`config.mk`:
```
export PLATFORM = sky130hd
export DESIGN_NAME = gpio_burst_port
export DESIGN_NICKNAME = d
export VERILOG_FILES = /design/src/rtl/gpio_burst_pkg.sv /design/src/rtl/gpio_in_sync.sv /design/src/rtl/gpio_regfile.sv /design/src/rtl/gpio_pad_ctrl.sv /design/src/rtl/gpio_burst_port.sv
export SDC_FILE = /design/constraint.sdc
export NUM_CORES = 1
export LEC_CHECK = 0
export BUFFER_PORTS_ARGS = -buffer_cell sky130_fd_sc_hd__clkbuf_2
export CAP_MARGIN = 5
export CORE_ASPECT_RATIO = 0.6
export CORE_MARGIN = 8
export CORE_UTILIZATION = 51
export CTS_BUF_LIST = sky130_fd_sc_hd__clkbuf_4 sky130_fd_sc_hd__clkbuf_8 sky130_fd_sc_hd__clkbuf_16
export CTS_CLUSTER_DIAMETER = 60
export DETAILED_ROUTE_END_ITERATION = 8
export PLACE_DENSITY = 0.79
export SYNTH_ARGS = -nofsm -noshare
export SYNTH_HDL_FRONTEND = slang
export SYNTH_HIERARCHICAL = 1
export SYNTH_SLANG_ARGS = --single-unit
```
`constraint.sdc`:
```
create_clock -name clk -period 1.9 [get_ports clk]
set_input_delay 0.095 -clock clk [delete_from_list [all_inputs] [get_ports clk]]
set_output_delay 0.095 -clock clk [all_outputs]
set_load 0.01 [all_outputs]
```
`src/rtl/gpio_burst_pkg.sv`:
```
package gpio_burst_pkg;

   typedef enum logic [1:0] {
      SEL_NONE,
      SEL_WIN,
      SEL_OE,
      SEL_MISC
   } sel_kind_e;

   typedef enum logic {
      MODE_NORMAL = 1'b0,
      MODE_ALT    = 1'b1
   } port_mode_e;

   function automatic logic win_hit(input logic [31:0] addr,
                                    input int unsigned base,
                                    input int unsigned words);
      return (addr >= base) && (addr < base + words);
   endfunction

endpackage

```
`src/rtl/gpio_in_sync.sv`:
```
module gpio_in_sync #(
   parameter int unsigned WIDTH  = 24,
   parameter int unsigned STAGES = 2
) (
   input  logic             clk,
   input  logic             rst_n,
   input  logic [WIDTH-1:0] async_in,
   output logic [WIDTH-1:0] sync_out
);

   logic [WIDTH-1:0] stage_q [STAGES];

   generate
      genvar s;
      for (s = 0; s < STAGES; s++) begin : g_stage
         if (s == 0) begin : g_first
            always_ff @(posedge clk) begin
               if (!rst_n) stage_q[s] <= '0;
               else        stage_q[s] <= async_in;
            end
         end else begin : g_next
            always_ff @(posedge clk) begin
               if (!rst_n) stage_q[s] <= '0;
               else        stage_q[s] <= stage_q[s-1];
            end
         end
      end
   endgenerate

   assign sync_out = stage_q[STAGES-1];

endmodule

```
`src/rtl/gpio_regfile.sv`:
```
module gpio_regfile
   import gpio_burst_pkg::*;
#(
   parameter int unsigned PIN_W     = 24,
   parameter int unsigned BUS_W     = 32,
   parameter int unsigned ADDR_W    = 8,
   parameter int unsigned WIN_BASE  = 0,
   parameter int unsigned WIN_WORDS = 64,
   parameter int unsigned OE_ADDR   = 64,
   parameter int unsigned IN_ADDR   = 65,
   parameter int unsigned MODE_ADDR = 66
) (
   input  logic              clk,
   input  logic              rst_n,
   input  logic [ADDR_W-1:0] bus_addr,
   input  logic              bus_wr,
   input  logic [BUS_W-1:0]  bus_wdata,
   output logic [BUS_W-1:0]  bus_rdata,
   input  logic [PIN_W-1:0]  in_sync,
   output logic [PIN_W-1:0]  data_q,
   output logic [PIN_W-1:0]  oe_q,
   output port_mode_e        mode_q
);

   localparam int unsigned PAD_W = BUS_W - PIN_W;

   logic [31:0]      addr_ext;
   sel_kind_e        sel;
   logic [PIN_W-1:0] in_q;
   logic [PIN_W-1:0] wr_pins;

   assign addr_ext = 32'(bus_addr);
   assign wr_pins  = bus_wdata[PIN_W-1:0];

   always_comb begin
      if (win_hit(addr_ext, WIN_BASE, WIN_WORDS))                        sel = SEL_WIN;
      else if (addr_ext == OE_ADDR)                                       sel = SEL_OE;
      else if ((addr_ext == IN_ADDR) || (addr_ext == MODE_ADDR))          sel = SEL_MISC;
      else                                                                 sel = SEL_NONE;
   end

   always_ff @(posedge clk) begin
      if (!rst_n) begin
         data_q <= '0;
         oe_q   <= '0;
         mode_q <= MODE_NORMAL;
         in_q   <= '0;
      end else begin
         in_q <= in_sync;
         if (bus_wr) begin
            if (sel == SEL_WIN) data_q <= wr_pins;
            if (sel == SEL_OE)  oe_q   <= wr_pins;
            if ((sel == SEL_MISC) && (addr_ext == MODE_ADDR))
               mode_q <= port_mode_e'(bus_wdata[0]);
         end
      end
   end

   always_comb begin
      bus_rdata = '0;
      unique case (sel)
         SEL_WIN:  bus_rdata = {{PAD_W{1'b0}}, data_q};
         SEL_OE:   bus_rdata = {{PAD_W{1'b0}}, oe_q};
         SEL_MISC: begin
            if (addr_ext == IN_ADDR) bus_rdata = {{PAD_W{1'b0}}, in_q};
            else                     bus_rdata = BUS_W'(mode_q);
         end
         default:  bus_rdata = '0;
      endcase
   end

endmodule

```
`src/rtl/gpio_pad_ctrl.sv`:
```
module gpio_pad_ctrl
   import gpio_burst_pkg::*;
#(
   parameter int unsigned PIN_W = 24
) (
   input  logic [PIN_W-1:0] data_q,
   input  logic [PIN_W-1:0] oe_q,
   input  port_mode_e       mode_q,
   output logic [PIN_W-1:0] pin_out,
   output logic [PIN_W-1:0] pin_oe
);

   logic drive_ok;
   assign drive_ok = (mode_q == MODE_NORMAL);

   generate
      genvar p;
      for (p = 0; p < PIN_W; p++) begin : g_pin
         assign pin_out[p] = data_q[p];
         assign pin_oe[p]  = oe_q[p] & drive_ok;
      end
   endgenerate

endmodule

```
`src/rtl/gpio_burst_port.sv`:
```
module gpio_burst_port
   import gpio_burst_pkg::*;
#(
   parameter int unsigned PIN_W       = 24,
   parameter int unsigned BUS_W       = 32,
   parameter int unsigned ADDR_W      = 8,
   parameter int unsigned WIN_BASE    = 0,
   parameter int unsigned WIN_WORDS   = 64,
   parameter int unsigned OE_ADDR     = 64,
   parameter int unsigned IN_ADDR     = 65,
   parameter int unsigned MODE_ADDR   = 66,
   parameter int unsigned SYNC_STAGES = 2
) (
   input  logic              clk,
   input  logic              rst_n,
   input  logic [ADDR_W-1:0] bus_addr,
   input  logic              bus_wr,
   input  logic [BUS_W-1:0]  bus_wdata,
   output logic [BUS_W-1:0]  bus_rdata,
   input  logic [PIN_W-1:0]  pin_in,
   output logic [PIN_W-1:0]  pin_out,
   output logic [PIN_W-1:0]  pin_oe
);

   localparam int unsigned WIN_END = WIN_BASE + WIN_WORDS;

   generate
      if (PIN_W >= BUS_W) begin : g_bad_width
         $error("PIN_W must be narrower than BUS_W");
      end
      if (SYNC_STAGES < 2) begin : g_bad_sync
         $error("SYNC_STAGES must be at least 2");
      end
      if (WIN_END > (1 << ADDR_W)) begin : g_bad_win
         $error("window does not fit the address space");
      end
      if ((OE_ADDR >= WIN_BASE && OE_ADDR < WIN_END) ||
          (IN_ADDR >= WIN_BASE && IN_ADDR < WIN_END) ||
          (MODE_ADDR >= WIN_BASE && MODE_ADDR < WIN_END)) begin : g_bad_map
         $error("control register overlaps the data window");
      end
   endgenerate

   logic [PIN_W-1:0] in_sync;
   logic [PIN_W-1:0] data_q;
   logic [PIN_W-1:0] oe_q;
   port_mode_e       mode_q;
   logic             mode_alt;

   assign mode_alt = (mode_q == MODE_ALT);

   gpio_in_sync #(
      .WIDTH  (PIN_W),
      .STAGES (SYNC_STAGES)
   ) sync_i (
      .clk      (clk),
      .rst_n    (rst_n),
      .async_in (pin_in),
      .sync_out (in_sync)
   );

   gpio_regfile #(
      .PIN_W     (PIN_W),
      .BUS_W     (BUS_W),
      .ADDR_W    (ADDR_W),
      .WIN_BASE  (WIN_BASE),
      .WIN_WORDS (WIN_WORDS),
      .OE_ADDR   (OE_ADDR),
      .IN_ADDR   (IN_ADDR),
      .MODE_ADDR (MODE_ADDR)
   ) regs_i (
      .clk       (clk),
      .rst_n     (rst_n),
      .bus_addr  (bus_addr),
      .bus_wr    (bus_wr),
      .bus_wdata (bus_wdata),
      .bus_rdata (bus_rdata),
      .in_sync   (in_sync),
      .data_q    (data_q),
      .oe_q      (oe_q),
      .mode_q    (mode_q)
   );

   gpio_pad_ctrl #(
      .PIN_W (PIN_W)
   ) pads_i (
      .data_q  (data_q),
      .oe_q    (oe_q),
      .mode_q  (mode_q),
      .pin_out (pin_out),
      .pin_oe  (pin_oe)
   );

endmodule

```
* Word level (Yosys, flattened, before mapping)
Memories as Yosys holds them, arrays and structs flattened. A register that Yosys moved wholly into a read port is not among the register bits. Index checks and enable logic that the tools add are counted.
Storage, ports and cells: bits in latches 0, memories kept 1, RAM bits 48, output and inout port bits 80, ROM bits 0, logic and storage cells 55, input bits 67, register bits after elaboration 49
Memory list:
- sync_i.stage_q | depth 2, width 24, read ports 2, clocked after Yosys merged registers in 1, write ports 2, line gpio_in_sync.sv:11 | logic [WIDTH-1:0] stage_q [STAGES];
Operators by class: div/mod/pow operators 0, shift operators 0, add/sub/neg operators 0, bitwise logic cells 27, equal/unequal tests 6, mux-type cells 9, multiply operators 0, reductions and logical operators 7, order comparisons 2
Operators with widths (number):
- $pmux W32 S3 | 1
- $mux W24 | 3
- $and A1 B1 Y1 | 24
- $eq A8 B7 Y1 const B | 3
- $ge A8 B1 Y1 const B | 1
- $lt A8 B7 Y1 const B | 1
- $mux W2 | 3
- $reduce_and A2 Y1 | 3
- $eq A2 B2 Y1 const B | 2
- $eq A2 B1 Y1 const B | 1
- $logic_and A1 B1 Y1 | 2
- $mux W1 | 2
- $or A1 B1 Y1 | 2
- $logic_not A1 Y1 | 1
- $logic_or A1 B1 Y1 | 1
- $not A1 Y1 | 1

* Longest topological paths before layout
depth in word-level cells 8, gate-level depth with buffers 5, gate-level depth less buffers 3

* Cells and area by module
The synthesis kept the hierarchy.
By module, submodules not included:
- gpio_regfile | seq. area each 1461.4 um2, times used 1, area an instance 3138.0 um2, cells each 361
- gpio_in_sync | seq. area each 960.9 um2, times used 1, area an instance 1331.3 um2, cells each 101
- gpio_pad_ctrl | seq. area each 0.0 um2, times used 1, area an instance 392.9 um2, cells each 50

* Worst setup path before layout
OpenSTA, ideal clock, no wires.
path type input to register, from input port bus_addr[5], to register regs_i.oe_q[0], buffers on the path 2, required time 1.828 ns, slack 0.466 ns, arrival 1.362 ns, setup time 0.072 ns, stages 5, cell sequence or4b_4 > and4bb_2 > buf_6 > buf_8 > mux2i_1
On the way: cells in the longest elaborated chain, start to end 7, elaborated cells between the ends (all ways) 12, those cells by class 2 x order compare; 4 x eq/ne; 3 x mux; 3 x reduce/logical
Ends and longest elaborated chain:
- start: declaration | line gpio_burst_port.sv:16 | input logic [ADDR_W-1:0] bus_addr,
- branches (longest 4 deep; another with $ge A8 B1 Y1)
- $mux W2 (*) | line gpio_regfile.sv:36 | if (win_hit(addr_ext, WIN_BASE, WIN_WORDS)) sel = SEL_WIN;
- $eq A2 B2 Y1 (*) | line gpio_regfile.sv:52 | if (sel == SEL_OE) oe_q <= wr_pins;
- $reduce_and A2 Y1 (no line) (*)
- end signal: assignment | line gpio_regfile.sv:52
- end: declaration | line gpio_regfile.sv:21 | output logic [PIN_W-1:0] oe_q,
Mark *: on every way between the ends. A chain may end at the register's enable or synchronous reset.

* Worst setup path in the final report
from input port bus_addr[7], to output port bus_rdata[5]
On the way: cells in the longest elaborated chain, start to end 7, elaborated cells between the ends (all ways) 15, those cells by class 2 x order compare; 6 x eq/ne; 5 x mux; 2 x reduce/logical
Ends and longest elaborated chain:
- branches (longest 6 deep; another with $ge A8 B1 Y1)
- $pmux W32 S3 (*) | line gpio_regfile.sv:61 | unique case (sel)
- end: declaration | line gpio_burst_port.sv:19 | output logic [BUS_W-1:0] bus_rdata,
Marked as above.

==> results.json <==
{
  "outcome": "complete, no violations",
  "grt_util_all_layers": 0.186,
  "drv_cap": 0,
  "drt_iter0_drc": 232,
  "critical_path_required_ns": 1.80,
  "cts_tree": "built",
  "synth_top_area_frac": 0.498,
  "initial_core_util": 0.527,
  "leakagePower_nw": 2.86,
  "wire_per_inst_um": 15.1,
  "dr.pass1.iters": 7,
  "cts_sinks": 121,
  "switching_power_mw": 1.36,
  "overflow": 0,
  "viasPerCell": 4.72,
  "finalCriticalPeriod_ns": 1.67,
  "die_y_um": 91.6,
  "cts_buffers": 17,
  "io_pins": 147,
  "hold_violations": 0,
  "hold_ws_ns": 0.0633,
  "cts_hold_buf": 48,
  "clock_latency_ns": 0.40,
  "hp-start": "bus_addr[3]",
  "hold_class": "in -> reg",
  "synthCells": 512,
  "die_area_um2": 13000,
  "period_share": 0.881,
  "postSynthAreaPerCell_um2": 9.50,
  "wirelength_mm": 12.1,
  "drive_gt1_frac": 0.315,
  "final-setup-viol-count": 0,
  "clock_skew_ns": 0.00845,
  "cts_setup_buffers": 0,
  "slew_violations": 0,
  "port_buffers": 130,
  "start_kind": "primary input",
  "dpl.hpwl_mm": 8.45,
  "clk_path_buf_depth": 2,
  "synth_cell_types": 28,
  "switching_share": 0.212,
  "grt_max_degree": 70,
  "syn_area_um2": 4860,
  "cts_resized": 0,
  "synth-seq-area-share": 0.498,
  "synthTopCellsByArea": "dfxtp_1, mux2i_1, nand2_1",
  "coreArea_um2": 9220,
  "worst_setup_path_end_kind": "output port",
  "ant_nets": 0,
  "ff2ff_setup_slack_ns": 1.03,
  "die_w_um": 142,
  "root_buffer": "clkbuf_16",
  "p_per_area_nw_per_um2": 986,
  "clk_pin_slew_ns": 0.05,
  "vias": 3792,
  "tns_ns": 0,
  "internal_power_mw": 5.04,
  "min_delay_path_depth": 3,
  "critPathKind": "in -> out",
  "reg2reg_depth": 3,
  "diodes": 0,
  "rows": 27,
  "grt_pass1_wl_mm": 19.5,
  "syn2layout_area_growth_pct": 33.4,
  "grt_pass1_vias": 3860,
  "slew_headroom": 0.597,
  "antenna_found_initial": 0,
  "clock.fmax_mhz": 598,
  "ir_drop_mv": 0.798,
  "p_comb_frac": 0.062,
  "synth_top_cell_by_area": "dfxtp_1",
  "critPathMaxFanout": 23,
  "r2r-start": "regs_i/mode_q$_SDFFE_PN0P_",
  "crit_arrival_ns": 1.58,
  "r2r-end": "regs_i/mode_q$_SDFFE_PN0P_",
  "pwr-share-seq": 0.414,
  "rsz0062_at_grt": "no",
  "synth-seq-cells": 121,
  "htreeDepth": 4,
  "yosysWarnings": 6,
  "drc": 0,
  "tightest_slew_ns": 0.605,
  "hold_end": "regs_i/mode_q$_SDFFE_PN0P_",
  "place.gp.congestion": 0.787,
  "p_clk_frac": 0.524,
  "layout.nets": 728
}
cell families after synthesis:
family	count (synthesis)	share of synthesized area
flops	121	0.498
mux	49	0.101
other cells	1	0.000771
compound gates	49	0.0636
simple gates	227	0.247
buf+inv	65	0.0896
worst max-delay path: stages:
cell and delay, ns:
clkbuf_2 0.12, or4b_4 0.51, nand2b_1 0.16, buf_4 0.22, o21ai_0 0.27, clkbuf_2 0.19
cell usage after synthesis (all sizes together):
master,number
a21boi,24
a22o,1
and2,72
and2b,4
and4bb,1
buf,42
clkbuf,23
conb,1
dfxtp,121
mux2i,49
nand2,120
nand2b,1
nand3b,2
nor2,1
nor2b,20
nor3,2
nor3b,1
nor4,1
o21ai,24
or3b,1
or4b,1
routing by layer:
layer	part of all wire	wire [um]	track usage
met5	0	0	0
met4	0.0057	69	0.0542
met3	0.086	1040	0.0616
met2	0.45	5400	0.290
met1	0.46	5590	0.241
power groups by stage:
stage          Sequential (mW)  Combinational (mW)  Clock (mW)
4_1_cts                   2.65               0.393        3.41
6_report                  2.65               0.397        3.35
5_1_grt                   2.65               0.432        3.55
3_3_place_gp              2.70               0.306           0
3_5_place_dp              2.70               0.314           0
2_1_floorplan             2.69               0.218           0
layout make-up:
cell class / instances / area (um2)
clock inverter: 14 / 198
tap: 130 / 163
fill: 712 / 2740
clock buffer: 18 / 433
sequential: 121 / 2420
timing repair buffer: 188 / 1230
multi-input combinational: 333 / 2040
registers in the layout, indices dropped and copies added, names as in the netlist:
name / cells
regs_i/oe_q: 24
sync_i/stage_q: 48
regs_i/in_q: 24
regs_i/data_q: 24
regs_i/mode_q: 1
per-stage QoR:
step / cells / utilization / total power, mW / setup slack (ns) / area, um2
4_1_cts: 804 / 0.703 / 6.45 / 0.249 / 6490
2_1_floorplan: 519 / - / 2.91 / 0.466 / 4890
3_5_place_dp: 724 / 0.583 / 3.01 / 0.258 / 5380
5_1_grt: 804 / 0.703 / 6.63 / 0.180 / 6490
3_3_place_gp: 724 / 0.583 / 3.00 / 0.315 / 5380
6_report: 804 / 0.703 / 6.40 / 0.227 / 6490
cell usage in the layout (no fill, tap or decap), types with 2 or more instances in the layout:
master / n
clkbuf_16: 17
buf_12: 2
dlygate4sd3_1: 48
clkinv_4: 4
inv_6: 2
buf_4: 9
a21boi_0: 24
nor2b_1: 6
o21ai_0: 24
nand3b_1: 2
and2_1: 51
nand2_1: 120
and2_2: 21
dfxtp_1: 121
bufinv_16: 4
clkbuf_2: 129
clkinvlp_4: 2
mux2i_1: 49
clkinv_2: 2
and2b_1: 4
nor3_1: 2
nor2b_2: 14
conb_1: 8
how the worst max path moves through the flow:
| stage | start | endpoint | slack (ns) | depth (start not counted) |
|---|---|---|---|---|
| finish | bus_addr[7] | bus_rdata[5] | 0.23 | 6 |
| global route | bus_addr[7] | bus_rdata[5] | 0.18 | 6 |
| CTS | bus_addr[7] | bus_rdata[5] | 0.25 | 6 |
| detailed placement | bus_addr[7] | bus_rdata[5] | 0.26 | 6 |
| global placement | bus_addr[5] | bus_rdata[9] | 0.32 | 6 |
| floorplan | bus_addr[5] | regs_i/oe_q[0]$_SDFFE_PN0P_ | 0.47 | 5 |
Note: power is estimated with default switching activity, not from simulation.
